<file path="config.mk">
export PLATFORM = sky130hd
export DESIGN_NAME = irq_emu_front
export DESIGN_NICKNAME = d
export VERILOG_FILES = /design/src/rtl/irq_emu_pkg.sv /design/src/rtl/irq_emu_regs.sv /design/src/rtl/irq_emu_detect.sv /design/src/rtl/irq_emu_front.sv
export SDC_FILE = /design/constraint.sdc
export NUM_CORES = 1
export LEC_CHECK = 0
export ABC_AREA = 1
export ABC_CLOCK_PERIOD_IN_PS = 1200
export BUFFER_PORTS_ARGS = -buffer_cell sky130_fd_sc_hd__clkbuf_2
export CAP_MARGIN = 40
export CORE_AREA = 2 2 81 83
export CTS_CLUSTER_SIZE = 10
export DETAILED_ROUTE_END_ITERATION = 16
export DIE_AREA = 0 0 83 85
export PLACE_DENSITY = 0.75
export REMOVE_ABC_BUFFERS = 1
export SETUP_SLACK_MARGIN = 0.2
export SYNTH_ARGS = -nofsm -noshare
export SYNTH_HDL_FRONTEND = slang
export SYNTH_SLANG_ARGS = --single-unit
</file>
<file path="constraint.sdc">
create_clock -name clk -period 1.2 [get_ports clk]
set_input_delay 0.12 -clock clk [delete_from_list [all_inputs] [get_ports clk]]
set_output_delay 0.12 -clock clk [all_outputs]
set_load 0.01 [all_outputs]
</file>
<file path="src/rtl/irq_emu_pkg.sv">
package irq_emu_pkg;

    localparam int BUS_W      = 32;
    localparam int ADDR_W     = 4;
    localparam int NUM_SRC    = 17;
    localparam int IRQ_FIRST  = 1;
    localparam int NUM_IRQ    = 3;
    localparam int PERIPH_IDX = 4;
    localparam int SENSE_W    = 2 * NUM_IRQ;

    localparam logic [ADDR_W-1:0] REG_EMU   = ADDR_W'(0);
    localparam logic [ADDR_W-1:0] REG_MASK  = ADDR_W'(1);
    localparam logic [ADDR_W-1:0] REG_SENSE = ADDR_W'(2);
    localparam logic [ADDR_W-1:0] REG_STAT  = ADDR_W'(3);

    typedef logic [NUM_SRC-1:0] src_vec_t;

    typedef enum logic [1:0] {
        SENSE_LVL_HI = 2'b00,
        SENSE_RISE   = 2'b01,
        SENSE_FALL   = 2'b10,
        SENSE_LVL_LO = 2'b11
    } sense_e;

    typedef struct packed {
        src_vec_t             emu;
        src_vec_t             mask;
        logic [SENSE_W-1:0]   sense;
    } ctrl_regs_t;

    // Source i occupies bus bit NUM_SRC-1-i (source 0 is the highest used bit).
    function automatic logic [BUS_W-1:0] vec_to_word(src_vec_t v);
        logic [BUS_W-1:0] w;
        w = '0;
        for (int i = 0; i < NUM_SRC; i++) begin
            w[NUM_SRC-1-i] = v[i];
        end
        return w;
    endfunction

    function automatic src_vec_t word_to_vec(logic [BUS_W-1:0] w);
        src_vec_t v;
        for (int i = 0; i < NUM_SRC; i++) begin
            v[i] = w[NUM_SRC-1-i];
        end
        return v;
    endfunction

    function automatic sense_e sense_of(logic [SENSE_W-1:0] s, int pin);
        return sense_e'(s[2*pin +: 2]);
    endfunction

endpackage

</file>
<file path="src/rtl/irq_emu_regs.sv">
module irq_emu_regs
    import irq_emu_pkg::*;
(
    input  logic               clk,
    input  logic               rst,
    input  logic               bus_we,
    input  logic [ADDR_W-1:0]  bus_addr,
    input  logic [BUS_W-1:0]   bus_wdata,
    input  src_vec_t           status_i,
    output ctrl_regs_t         ctrl_o,
    output src_vec_t           stat_clr_o,
    output logic [BUS_W-1:0]   bus_rdata
);

    ctrl_regs_t regs_q;

    always_ff @(posedge clk) begin
        if (rst) begin
            regs_q.emu   <= '0;
            regs_q.mask  <= '1;
            regs_q.sense <= '0;
        end else if (bus_we) begin
            case (bus_addr)
                REG_EMU:   regs_q.emu   <= word_to_vec(bus_wdata);
                REG_MASK:  regs_q.mask  <= word_to_vec(bus_wdata);
                REG_SENSE: regs_q.sense <= bus_wdata[SENSE_W-1:0];
                default:   ;
            endcase
        end
    end

    assign ctrl_o     = regs_q;
    assign stat_clr_o = (bus_we && bus_addr == REG_STAT) ? word_to_vec(bus_wdata) : '0;

    always_comb begin
        case (bus_addr)
            REG_EMU:   bus_rdata = vec_to_word(regs_q.emu);
            REG_MASK:  bus_rdata = vec_to_word(regs_q.mask);
            REG_SENSE: bus_rdata = BUS_W'(regs_q.sense);
            REG_STAT:  bus_rdata = vec_to_word(status_i);
            default:   bus_rdata = '0;
        endcase
    end

    AST_RESET_STATE: assert property (@(posedge clk) disable iff (rst)
        $past(rst) |-> (regs_q.emu == '0 && regs_q.mask == '1 && regs_q.sense == '0));

endmodule

</file>
<file path="src/rtl/irq_emu_detect.sv">
module irq_emu_detect
    import irq_emu_pkg::*;
(
    input  logic       clk,
    input  logic       rst,
    input  src_vec_t   src_i,
    input  ctrl_regs_t ctrl_i,
    input  src_vec_t   stat_clr_i,
    output src_vec_t   status_o
);

    for (genvar i = 0; i < NUM_SRC; i++) begin : g_src
        logic eff;
        logic prev_q;

        // Injected bit merges before any sense logic, as a pin would.
        assign eff = src_i[i] | ctrl_i.emu[i];

        always_ff @(posedge clk) begin
            if (rst) prev_q <= 1'b0;
            else     prev_q <= eff;
        end

        if (i >= IRQ_FIRST && i < IRQ_FIRST + NUM_IRQ) begin : g_pin
            sense_e mode;
            logic   is_edge;
            logic   edge_now;
            logic   latch_q;

            assign mode = sense_of(ctrl_i.sense, i - IRQ_FIRST);

            always_comb begin
                case (mode)
                    SENSE_RISE: begin is_edge = 1'b1; edge_now = eff & ~prev_q; end
                    SENSE_FALL: begin is_edge = 1'b1; edge_now = ~eff & prev_q; end
                    default:    begin is_edge = 1'b0; edge_now = 1'b0;          end
                endcase
            end

            always_ff @(posedge clk) begin
                if (rst)           latch_q <= 1'b0;
                else if (!is_edge) latch_q <= 1'b0;
                else               latch_q <= (latch_q & ~stat_clr_i[i]) | edge_now;
            end

            always_comb begin
                case (mode)
                    SENSE_LVL_HI: status_o[i] = eff;
                    SENSE_LVL_LO: status_o[i] = ~eff;
                    default:      status_o[i] = latch_q | edge_now;
                endcase
            end

            AST_EDGE_HELD: assert property (@(posedge clk) disable iff (rst)
                (latch_q && is_edge && !stat_clr_i[i]) |=> latch_q);
        end else begin : g_lvl
            assign status_o[i] = eff;
        end
    end

endmodule

</file>
<file path="src/rtl/irq_emu_front.sv">
module irq_emu_front
    import irq_emu_pkg::*;
(
    input  logic               clk,
    input  logic               rst,
    input  logic               bus_we,
    input  logic [ADDR_W-1:0]  bus_addr,
    input  logic [BUS_W-1:0]   bus_wdata,
    output logic [BUS_W-1:0]   bus_rdata,
    input  logic [NUM_SRC-1:0] src_i,
    output logic               irq_o,
    output logic               periph_o
);

    ctrl_regs_t ctrl;
    src_vec_t   stat_clr;
    src_vec_t   status;
    logic       irq_q;
    logic       periph_q;

    irq_emu_regs i_regs (
        .clk        (clk),
        .rst        (rst),
        .bus_we     (bus_we),
        .bus_addr   (bus_addr),
        .bus_wdata  (bus_wdata),
        .status_i   (status),
        .ctrl_o     (ctrl),
        .stat_clr_o (stat_clr),
        .bus_rdata  (bus_rdata)
    );

    irq_emu_detect i_detect (
        .clk        (clk),
        .rst        (rst),
        .src_i      (src_i),
        .ctrl_i     (ctrl),
        .stat_clr_i (stat_clr),
        .status_o   (status)
    );

    always_ff @(posedge clk) begin
        if (rst) begin
            irq_q    <= 1'b0;
            periph_q <= 1'b0;
        end else begin
            irq_q    <= |(status & ~ctrl.mask);
            periph_q <= src_i[PERIPH_IDX];
        end
    end

    assign irq_o    = irq_q;
    assign periph_o = periph_q;

    AST_MASKED_QUIET: assert property (@(posedge clk) disable iff (rst)
        (&ctrl.mask) |=> !irq_o);

    AST_PERIPH_REAL_ONLY: assert property (@(posedge clk) disable iff (rst)
        !src_i[PERIPH_IDX] |=> !periph_o);

    AST_IRQ_NEEDS_CAUSE: assert property (@(posedge clk) disable iff (rst)
        (status == '0) |=> !irq_o);

endmodule

</file>
* Yosys cells after proc, flatten, opt, wreduce, memory -nomap -nowiden
Index checks and enable logic that the tools add are counted.
** Word-level totals
- Input bits :: 56
- Logic and storage cells :: 95
- Output and inout bits :: 34
- Register bits :: 48
** Cells by class
- Eq/ne operators :: 12
- Reduce and logical (&&, ||, !) cells :: 15
- Multiplexer cells :: 11
- Bitwise logic cells :: 46
** Operator list (count)
- $pmux W17 S4 :: 1
- $or A1 B1 Y1 :: 23
- $and A17 B17 Y17 :: 1
- $not A17 Y17 :: 1
- $reduce_or A17 Y1 :: 1
- $eq A2 B2 Y1 const B :: 6
- $not A1 Y1 :: 12
- $pmux W1 S2 :: 6
- $reduce_or A2 Y1 :: 6
- $and A1 B1 Y1 :: 9
- $eq A4 B2 Y1 const B :: 2
- $eq A2 B1 Y1 const B :: 3
- $logic_not A2 Y1 :: 3
- $reduce_and A2 Y1 :: 3
- $eq A4 B1 Y1 const B :: 1
- $logic_not A4 Y1 :: 1
- $mux W4 :: 1
- $mux W1 :: 3
- $logic_and A1 B1 Y1 :: 1

* Longest topological paths before layout
Gate-level depths: netlist (run 1).
- Word-level depth :: 8
- Mapped depth :: 10
- Mapped depth without buffers :: 10

* Cells and area by module
From an unflattened synthesis (run 1), not the netlist that was laid out.
** Second synthesis, totals
- Cells, all modules :: 566
- Area, all modules :: 3444.6 um^2
** Modules (own cells, without submodules)
- irq_emu_regs :: area each 2444.8 um^2, instances 1, sequential area each 800.8 um^2, cells an instance 399
- irq_emu_detect :: area each 767.0 um^2, instances 1, sequential area each 120.1 um^2, cells an instance 116
- irq_emu_front :: area each 232.7 um^2, instances 1, sequential area each 40.0 um^2, cells an instance 51

* Worst setup path after synthesis (run 1)
OpenSTA, ideal clock, no wires.
- Kind :: reg2reg
- Start :: reg i_regs.regs_q (netlist bit i_regs.ctrl_o[2])
- End :: reg irq_q (netlist: irq_o)
- Required time :: 1.072 ns
- Path slack :: -0.066 ns
- Clock period less this slack :: 1.266 ns
- Arrival time :: 1.139 ns
- Path buffers :: 0
- Library setup time :: 0.128 ns
- Stages on the path, launching flop included :: 9
- Cells stage by stage :: dfxtp_1 -> inv_1 -> ha_1 -> inv_1 -> nand3_1 -> nand3_1 -> nand2_1 -> nor2_1 -> nor2_1
** On the way
- Cells in the longest elaborated chain, start to end :: 6
- Elaborated cells between the ends (all ways) :: 9
- Those cells by class :: 3 x eq/ne; 2 x mux; 2 x bitwise; 2 x reduce/logical
** RTL lines
- from (decl) :: line irq_emu_regs.sv:15 : ctrl_regs_t regs_q;
- $eq A2 B2 Y1 / $eq A2 B1 Y1 (equally long branches) :: line irq_emu_detect.sv:33 : case (mode)
- $pmux W1 S2 :: line irq_emu_detect.sv:33
- $or A1 B1 Y1 :: line irq_emu_detect.sv:50 : default: status_o[i] = latch_q | edge_now;
- $pmux W1 S2 * :: line irq_emu_detect.sv:47 : case (mode)
- $and A17 B17 Y17 * :: line irq_emu_front.sv:47 : irq_q <= |(status & ~ctrl.mask);
- $reduce_or A17 Y1 * :: line irq_emu_front.sv:47
- to (signal assigned) :: line irq_emu_front.sv:47
- to (decl) :: line irq_emu_front.sv:18 : logic irq_q;
Every way passes the cells marked *; elsewhere a longest branch is shown, timed or not.
A chain may end at the register's enable or synchronous reset.

* Worst setup path in the final report (run 1)
- Start :: reg i_regs.regs_q (netlist bit i_regs.ctrl_o[3])
- End :: out bus_rdata[14]
** On the way
- Cells in the longest elaborated chain, start to end :: 5
- Elaborated cells between the ends (all ways) :: 8
- Those cells by class :: 3 x eq/ne; 3 x mux; 1 x bitwise; 1 x reduce/logical
** RTL lines
- $eq A2 B2 Y1 / $eq A2 B1 Y1 (equally long branches) :: line irq_emu_detect.sv:33
- $pmux W1 S2 :: line irq_emu_detect.sv:33
- $or A1 B1 Y1 :: line irq_emu_detect.sv:50
- $pmux W1 S2 * :: line irq_emu_detect.sv:47
- $pmux W17 S4 * :: line irq_emu_regs.sv:36 : case (bus_addr)
- to (decl) :: line irq_emu_front.sv:9 : output logic [BUS_W-1:0] bus_rdata,
Marked as above.

==> flow_summary.yaml, run 1 <==
grt:
  grt_pass1_vias: 2919
  grt_pass1_wl_um: 13600
  antenna_found_initial: 0
  grtUsageTotal: 0.237
  grt_max_degree: 35
  gr-total-overflow: 0
synthesis:
  yosys-mux-area-fraction: 0
  synth_top_area_cell: "dfxtp_1"
  avgSynthCellArea_um2: 7.52
  netlist-cell-type-count: 28
  synth_fa_ha_area_frac: 0.0544
  synth_top_family_by_area: "simple AND/OR/NAND/NOR gates"
  synth_most_common_cell: "nand2_1"
  syn_inst: 367
  ys_seq_area_frac: 0.348
  synth_compound_area_frac: 0.203
  yosysWarningCount: 0
  synth_top_area_share: 0.348
  synth_edf_count: 0
  synth-seq-cells: 48
  synth_common_cells: "70 x nand2_1, 48 x dfxtp_1, 36 x inv_1, 32 x nand3_1, 30 x nor2_1"
  synthFlopType: "dfxtp_1"
  synth_xor_area_frac: 0
  yosys.area_share.simple: 0.252
  syn_area_um2: 2760
  async_flop_share: 0
  ys_top_cells_by_area: "dfxtp_1 35%, nand2_1 9.5%, nand3_1 5.8%"
worst_setup_path:
  critical_path_class: "flip-flop to output port"
  worstSetupEndpointType: "output port"
  start_kind: "flip-flop"
  crit_arrival_ps: 1560
  cp_max_fo: 3
  timing.critical_path.required_ps: 1080
pwr:
  power.total_uw: 3420
  p_sw_frac: 0.318
  p_clk_frac: 0.290
  p_sw_uw: 1090
  ir_worst_vdd_uv: 563
  p_int_uw: 2340
  pwr_density_cell_nw_per_um2: 736
  combPwrFrac: 0.225
  seqPwrFrac: 0.485
  p_leak_uw: 0.00207
timing:
  max_clock_freq_mhz: 594
  worst_pin_slew_ps: 746
  hold_violations: 0
  finalClockSkew_ps: 7.25
  report.final.slew_viol_count: 0
  slew_headroom: 0.503
  setup_viol: 21
  fin_tns_setup_ps: -3760
  setup_ws_ps: -484
  fin_crit_ps: 1680
  rsz0062_at_grt: "true"
  period_share: 1.40
die:
  dieHeight_um: 85
  io_pins: 90
  dieWidth_um: 83
  fp-row-count: 29
  coreArea_um2: 6200
  initial_core_util: 0.445
  die_area_um2: 7060
clock_network:
  insertion_delay_ps: 320
  numCtsBuffers: 5
  clock_path_buffers: 2
  cts_sinks: 48
  cts.reportedPaths.clkPinSlew_ps: 90
  clock-root-buffer: "clkbuf_8"
  cts_tree: "built"
  htreeDepth: 2
drt:
  drt_iter0_drc: 230
  drc: 0
  postRouteAntennaNets: 0
  wl_per_cell_um: 19.5
  drt-total-wl_um: 11000
  first_pass_iters: 5
  vias: 3198
  vias_per_cell: 5.64
placed_design:
  hpwl_um: 5200
  port_buffers: 59
  place_congestion: 0.893
  dpl.cell_count: 529
status:
  violations: "setup timing"
  status: "finished with violations"
final_layout:
  synthToLayoutAreaGrowth_pct: 68.5
  fin_cells: 567
  layout.nets: 558
  antenna_cells: 0
  drive_gt1_frac: 0.627
run:
  maxCapViolations: 0
worst_hold_path:
  hp-class: "primary input to flip-flop"
cells in the final DEF (no fill, tap or decap), types with 5 or more instances in the layout:
cell type,instances
o211ai_2,8
nor2_1,19
buf_6,33
nand3_4,5
inv_2,6
ha_4,8
o21ai_0,5
nand3_2,15
nand2_1,42
dfxtp_1,32
nand2_4,17
o2111ai_2,6
clkbuf_2,40
nor2_4,5
a21oi_1,19
buf_12,5
nor2_2,7
inv_4,9
nand3_1,15
o21ai_2,19
buf_2,18
nand2_8,6
buf_4,24
inv_1,24
clkbuf_8,5
dfxtp_2,12
o221ai_2,10
nand2_2,24
conb_1,15
layout make-up:
type	instances	area (um2)
multi-input cells	266	2220
well taps	77	96.3
inverters	43	230
fillers	372	1550
repair buffers	122	985
clock inverters	1	5.00
flip-flops and latches	48	991
clock buffers	6	72.6
repair inverters	4	55.1
layer usage:
layer | up-vias | GRT usage | routed length (um) | part of all wire
li1 | 1460 | - | - | -
met1 | 1527 | 0.286 | 4270 | 0.39
met2 | 161 | 0.400 | 5480 | 0.50
met3 | 50 | 0.0564 | 785 | 0.071
met4 | 0 | 0.110 | 491 | 0.045
met5 | - | 0 | 0 | 0
critical path, stage by stage, from the launching register on:
cell,delay (ps)
dfxtp_4,370
buf_6,120
ha_4,150
nand2_2,60
nand2_2,60
nand3_2,110
nand2_2,90
nand3_2,70
o221ai_2,80
buf_2,140
power groups by stage:
| stage | Combinational [uW] | Clock [uW] | Sequential [uW] |
|---|---|---|---|
| after floorplan | 230 | 0 | 1690 |
| after global routing | 821 | 1030 | 1660 |
| final | 771 | 994 | 1660 |
| after CTS | 588 | 952 | 1660 |
| after detailed placement | 486 | 0 | 1690 |
| after global placement | 479 | 0 | 1690 |
state kept, by name, indices dropped and copies added (netlist names):
name and count:
i_detect.g_src.prev_q 3, i_regs.ctrl_o 40, irq_o 1, periph_o 1, i_detect.g_src.g_pin.latch_q 3
through the flow:
| step | hold slack (ps) | worst slack [ps] | util | cell area [um2] |
|---|---|---|---|---|
| final | 31.3 | -484 | 0.750 | 4650 |
| after global placement | 334 | -170 | 0.537 | 3330 |
| after floorplan | 189 | -50.0 | - | 2600 |
| after detailed placement | 337 | -177 | 0.537 | 3330 |
| after global routing | 52.8 | -533 | 0.750 | 4650 |
| after CTS | 21.7 | -387 | 0.636 | 3950 |
cell families after synthesis:
| kind of cell | after synthesis |
|---|---|
| DFF | 48 |
| adders and majority gates | 12 |
| other | 1 |
| AOI/OAI and AO/OA | 84 |
| buffers and inverters | 71 |
| and+or+nand+nor | 151 |
final timing paths:
check	to	cells after the start	start	slack [ps]
min reg2reg	i_regs.ctrl_o[37]	2	i_regs.ctrl_o[37]	480
max	bus_rdata[14]	9	i_regs.ctrl_o[3]	-480
max reg2reg	i_detect.g_src[3].g_pin.latch_q	8	i_regs.ctrl_o[5]	-400
min	i_regs.ctrl_o[6]	3	bus_wdata[16]	30
timing repair:
| item | in CTS | in global routing |
|---|---|---|
| setup endpoints to repair | 21 | 52 |
| endpoints found under the hold margin | 0 | 0 |
| hold buffers | 0 | 0 |
| pin swaps | 28 | 45 |
| gates cloned | 1 | 8 |
| setup buffers | 10 | 12 |
| gates resized for setup | 117 | 146 |
Note: power is estimated with default switching activity, not from simulation.
==> inputs of run 2 (changes only) <==
- SETUP_SLACK_MARGIN: 0.2 -> 0.05
==> run 2 against run 1 <==
Compared with the run above: the flow still finishes with violations (setup timing); critical path type unchanged; wire length is 24% lower; maximum frequency is 3.8% higher; combinational power is 18% lower; non-clock buffer count is 9 lower; via count is 10% lower; sequential share of layout area is 2.9 points higher; critical path depth is 1 lower; sequential cell count stayed put.
==> flow_summary.yaml, run 2 (same netlist as run 1, synthesis figures left out) <==
grt:
  grt_max_degree: 35
  grt_pass1_vias: 2878
  grt_pass1_wl_um: 13500
  antenna_found_initial: 0
  gr-total-overflow: 0
  grtUsageTotal: 0.236
final_layout:
  layout.nets: 542
  drive_gt1_frac: 0.523
  final_util: 0.659
  design_area_um2: 4090
  final_common_cell: "nand2_1"
  synthToLayoutAreaGrowth_pct: 48.2
  largest_register_ffs: 40
  final_cell_mix: "56 x nand2_1, 41 x clkbuf_2, 32 x dfxtp_1"
  antenna_cells: 0
timing:
  hold_violations: 0
  setup_ws_ps: -421
  finalClockSkew_ps: 5.68
  fin_crit_ps: 1620
  period_share: 1.35
  report.final.slew_viol_count: 0
  max_clock_freq_mhz: 617
  holdWs_ps: 26.2
  setup_viol: 20
  rsz0062_at_grt: "true"
placed_design:
  hpwl_um: 5200
  dpl-instance-area_um2: 3330
  port_buffers: 59
  place_congestion: 0.893
clock_network:
  hold_buffers: 0
  insertion_delay_ps: 300
  numCtsBuffers: 5
  cts.reportedPaths.clkPinSlew_ps: 90
  clock-root-buffer: "clkbuf_8"
  cts_tree: "built"
  htreeDepth: 2
  clock_path_buffers: 2
  cts_sinks: 48
worst_setup_path:
  path_cells: "inv_4 > ha_4 > inv_4 > nor2_4 > nand2_2 > nand3_2 > o221ai_2 > buf_2"
  worstSetupEndpointType: "output port"
  slowest_delay_ps: 370
  timing.critical_path.required_ps: 1080
  cp_max_fo: 3
  cpMaxStageDelayCell: "dfxtp_2"
  critPathTopFamily: "flip-flops"
  crit_top_cell: "inv_4"
  cp.buffers_inverters: 3
  start_kind: "flip-flop"
  crit_arrival_ps: 1500
  critical_path_class: "flip-flop to output port"
pwr:
  p_leak_uw: 0.00185
  pwr_density_cell_nw_per_um2: 788
  ir_worst_vdd_uv: 531
  power.total_uw: 3220
drt:
  drc: 0
  vias: 2872
  drt-total-wl_um: 8360
  vias_per_cell: 5.21
  first_pass_iters: 4
  wl_per_cell_um: 15.2
  postRouteAntennaNets: 0
  drt_iter0_drc: 162
status:
  status: "finished with violations"
  violations: "setup timing"
run:
  maxCapViolations: 0
die:
  fp-row-count: 29
  initial_core_util: 0.445
  dieWidth_um: 83
  io_pins: 90
  die_area_um2: 7060
  dieHeight_um: 85
  coreArea_um2: 6200
worst_hold_path:
  hp-class: "primary input to flip-flop"
## run 2: timing repair
action                                  CTS  global route
buffers inserted                         10             9
gates resized for setup                 115            51
endpoints found under the setup margin   21            31
endpoints found under the hold margin     0             0
cloned                                    1             1
pin swaps                                28            21
## run 2: per-layer routing
metal	track usage	part of all wire
met1	0.284	0.43
met2	0.408	0.49
met3	0.0535	0.062
met4	0.0984	0.025
met5	0	0
## run 2: final timing paths
| path | start | slack, ps | endpoint | depth (start not counted) |
|---|---|---|---|---|
| setup reg to reg | i_regs.ctrl_o[4] | -360 | i_detect.g_src[3].g_pin.latch_q | 10 |
| hold / removal | src_i[4] | 30 | periph_o | 3 |
| setup / recovery | i_regs.ctrl_o[1] | -420 | bus_rdata[15] | 8 |
| hold reg to reg | i_regs.ctrl_o[37] | 490 | i_regs.ctrl_o[37] | 2 |
## run 2: cell type report
class	count	area, um2
multi-input combinational	262	1870
timing repair buffer	113	845
timing repair inverter	1	6.26
sequential	48	991
fill	481	2110
inverter	43	206
tap	77	96.3
clock inverter	1	5.00
clock buffer	6	72.6
## run 2: worst min-delay path: cells and delay by family
family,cells,cell delay (ps)
buffers and inverters,2,140
and+or+nand+nor,1,30
## run 2: per-stage QoR
step | setup TNS (ps) | instances | setup WS, ps
finish | -2890 | 551 | -421
global route | -4070 | 551 | -496
CTS | -2340 | 546 | -387
detailed placement | -1790 | 529 | -177
global placement | -1190 | 529 | -170
floorplan | -184 | 353 | -50.0
## run 2: report_power, final
| group | switching (uW) | internal [uW] |
|---|---|---|
| sequential | 27.0 | 1630 |
| combinational | 368 | 267 |
| clock | 537 | 398 |
| total | 932 | 2290 |
==> inputs of run 3 (changes only) <==
==> constraint.sdc (replaced) <==
create_clock -name clk -period 1.2 [get_ports clk]
set_input_delay 0.18 -clock clk [delete_from_list [all_inputs] [get_ports clk]]
set_output_delay 0.18 -clock clk [all_outputs]
set_load 0.01 [all_outputs]
==> run 3 against run 2 <==
Compared with the run above: worst setup slack worse by 110 ps; hold slack better by 51 ps; wire length up 20%; clock skew up 8.5 ps; cell count up 2.0%; final area up 9.9%; largest power group unchanged; the run still ends with setup timing left.
==> flow_summary.yaml, run 3 (same netlist as run 1, synthesis figures left out) <==
grt:
  gr-total-overflow: 0
  grt_pass1_wl_um: 13400
  grt_pass1_vias: 2843
  antenna_found_initial: 0
  grt_max_degree: 35
  grtUsageTotal: 0.240
pwr:
  pwr_density_cell_nw_per_um2: 758
  combPwrFrac: 0.210
  p_sw_uw: 1020
  ir_worst_vdd_uv: 688
  p_clk_frac: 0.304
  seqPwrFrac: 0.486
  p_int_uw: 2390
  p_sw_frac: 0.298
  p_leak_uw: 0.00203
worst_hold_path:
  worstHoldStart: "src_i[4]"
  hp-class: "primary input to flip-flop"
  holdPathEnd: "periph_o"
  whs_path_depth: 3
run:
  maxCapViolations: 0
timing:
  max_clock_freq_mhz: 579
  holdWs_ps: 76.9
  hold_violations: 0
  period_share: 1.44
  finalClockSkew_ps: 14.2
  rsz0062_at_grt: "true"
  setup_viol: 33
  fin_crit_ps: 1730
  report.final.slew_viol_count: 0
  setup_ws_ps: -528
final_layout:
  fin_cells: 562
  drive_gt1_frac: 0.563
  largest_register_ffs: 40
  layout.nets: 552
  fillCellCount: 399
  final_common_cell: "clkbuf_2"
  synthToLayoutAreaGrowth_pct: 62.8
  final_cell_mix: "42 x clkbuf_2, 41 x dfxtp_1, 37 x buf_4"
  antenna_cells: 0
worst_setup_path:
  crit_start: "i_regs.ctrl_o[3]"
  critical_path_class: "flip-flop to output port"
  ff2ff_path_depth: 9
  cpMaxStageDelayCell: "dfxtp_4"
  rrSetupSlack_ps: -440
  reg2reg_from: "i_regs.ctrl_o[25]"
  timing.critical_path.required_ps: 1020
  cp_max_fo: 3
  worstSetupEndpointType: "output port"
  start_kind: "flip-flop"
  timing.rr.end: "i_detect.g_src[2].g_pin.latch_q"
  path_cells: "buf_6 > ha_4 > nand2_1 > nand2_1 > nand3_2 > nand2_2 > nand3_2 > o221ai_2 > buf_2"
  crit_arrival_ps: 1550
  slowest_delay_ps: 380
drt:
  drt_iter0_drc: 281
  vias: 3125
  drc: 0
  vias_per_cell: 5.56
  postRouteAntennaNets: 0
  wl_per_cell_um: 17.9
  first_pass_iters: 5
  drt-total-wl_um: 10000
clock_network:
  cts.reportedPaths.clkPinSlew_ps: 100
  insertion_delay_ps: 310
  clock_path_buffers: 2
  cts_sinks: 48
  hold_buffers: 0
  clock-root-buffer: "clkbuf_8"
  numCtsBuffers: 5
  cts_tree: "built"
  htreeDepth: 2
die:
  coreArea_um2: 6200
  dieHeight_um: 85
  io_pins: 90
  dieWidth_um: 83
  initial_core_util: 0.445
  fp-row-count: 29
  die_area_um2: 7060
placed_design:
  hpwl_um: 5160
  port_buffers: 59
  dpl.cell_count: 530
  place_congestion: 0.851
status:
  violations: "setup timing"
  status: "finished with violations"
## run 3: changes by cell type in the layout (fill, tap and decap cells not counted), sizes merged
cell / delta
inv: -1
clkbuf: +3
clkinv: +3
buf: +5
nand2: +1
## run 3: metal layers
layer,track usage,routed length [um],vias to the layer above
met5,0,0,-
met3,0.0564,879,33
met2,0.410,4860,191
li1,-,-,1439
met1,0.293,3910,1462
met4,0.0984,384,0
## run 3: critical path: cells and delay by family (launching register included)
family,cells,cell delay (ps)
compound gates,1,70
flops,1,380
fa+ha+maj,1,140
buf+inv,2,270
simple gates,5,370
## run 3: what timing repair did
| item | in CTS | in global routing |
|---|---|---|
| resized for setup | 113 | 103 |
| setup endpoints to repair | 21 | 41 |
| cloned | 2 | 4 |
| setup buffers | 18 | 5 |
| pin swaps | 32 | 29 |
| endpoints found under the hold margin | 0 | 0 |
## run 3: layout make-up
class	instances	area, um2	area share
Timing Repair Buffer	119	927	0.206
Clock buffer	8	90.1	0.0200
Tap cell	77	96.3	0.0214
Inverter	43	230	0.0512
Timing Repair inverter	4	65.1	0.0145
Sequential cell	48	980	0.218
Multi-Input combinational cell	263	2110	0.469
## run 3: power by group through the flow
stage / registers [uW] / clock network, uW / logic [uW]
after floorplan: 1690 / 0 / 230
after global placement: 1690 / 0 / 483
after detailed placement: 1690 / 0 / 491
after CTS: 1650 / 1030 / 611
after global routing: 1660 / 1110 / 769
final: 1660 / 1040 / 717
## run 3: how the worst max path moves through the flow
| stage | slack [ps] | cells past startpoint | end |
|---|---|---|---|
| 2_1_floorplan | -110 | 6 | bus_rdata[13] |
| 3_3_place_gp | -210 | 7 | bus_rdata[15] |
| 3_5_place_dp | -250 | 8 | bus_rdata[13] |
| 4_1_cts | -450 | 8 | bus_rdata[13] |
| 5_1_grt | -650 | 8 | bus_rdata[14] |
| 6_report | -530 | 9 | bus_rdata[14] |
## run 3: through the flow
step                setup TNS, ps  instance area [um2]  power (uW)  utilization  setup slack (ps)
floorplan                    -460                 2600        1920            -              -109
global placement            -4610                 3350        2170        0.540              -212
detailed placement          -5420                 3350        2180        0.540              -255
CTS                         -4640                 4070        3300        0.655              -453
finish                      -5360                 4490        3410        0.724              -528
global route                -6610                 4490        3540        0.724              -652
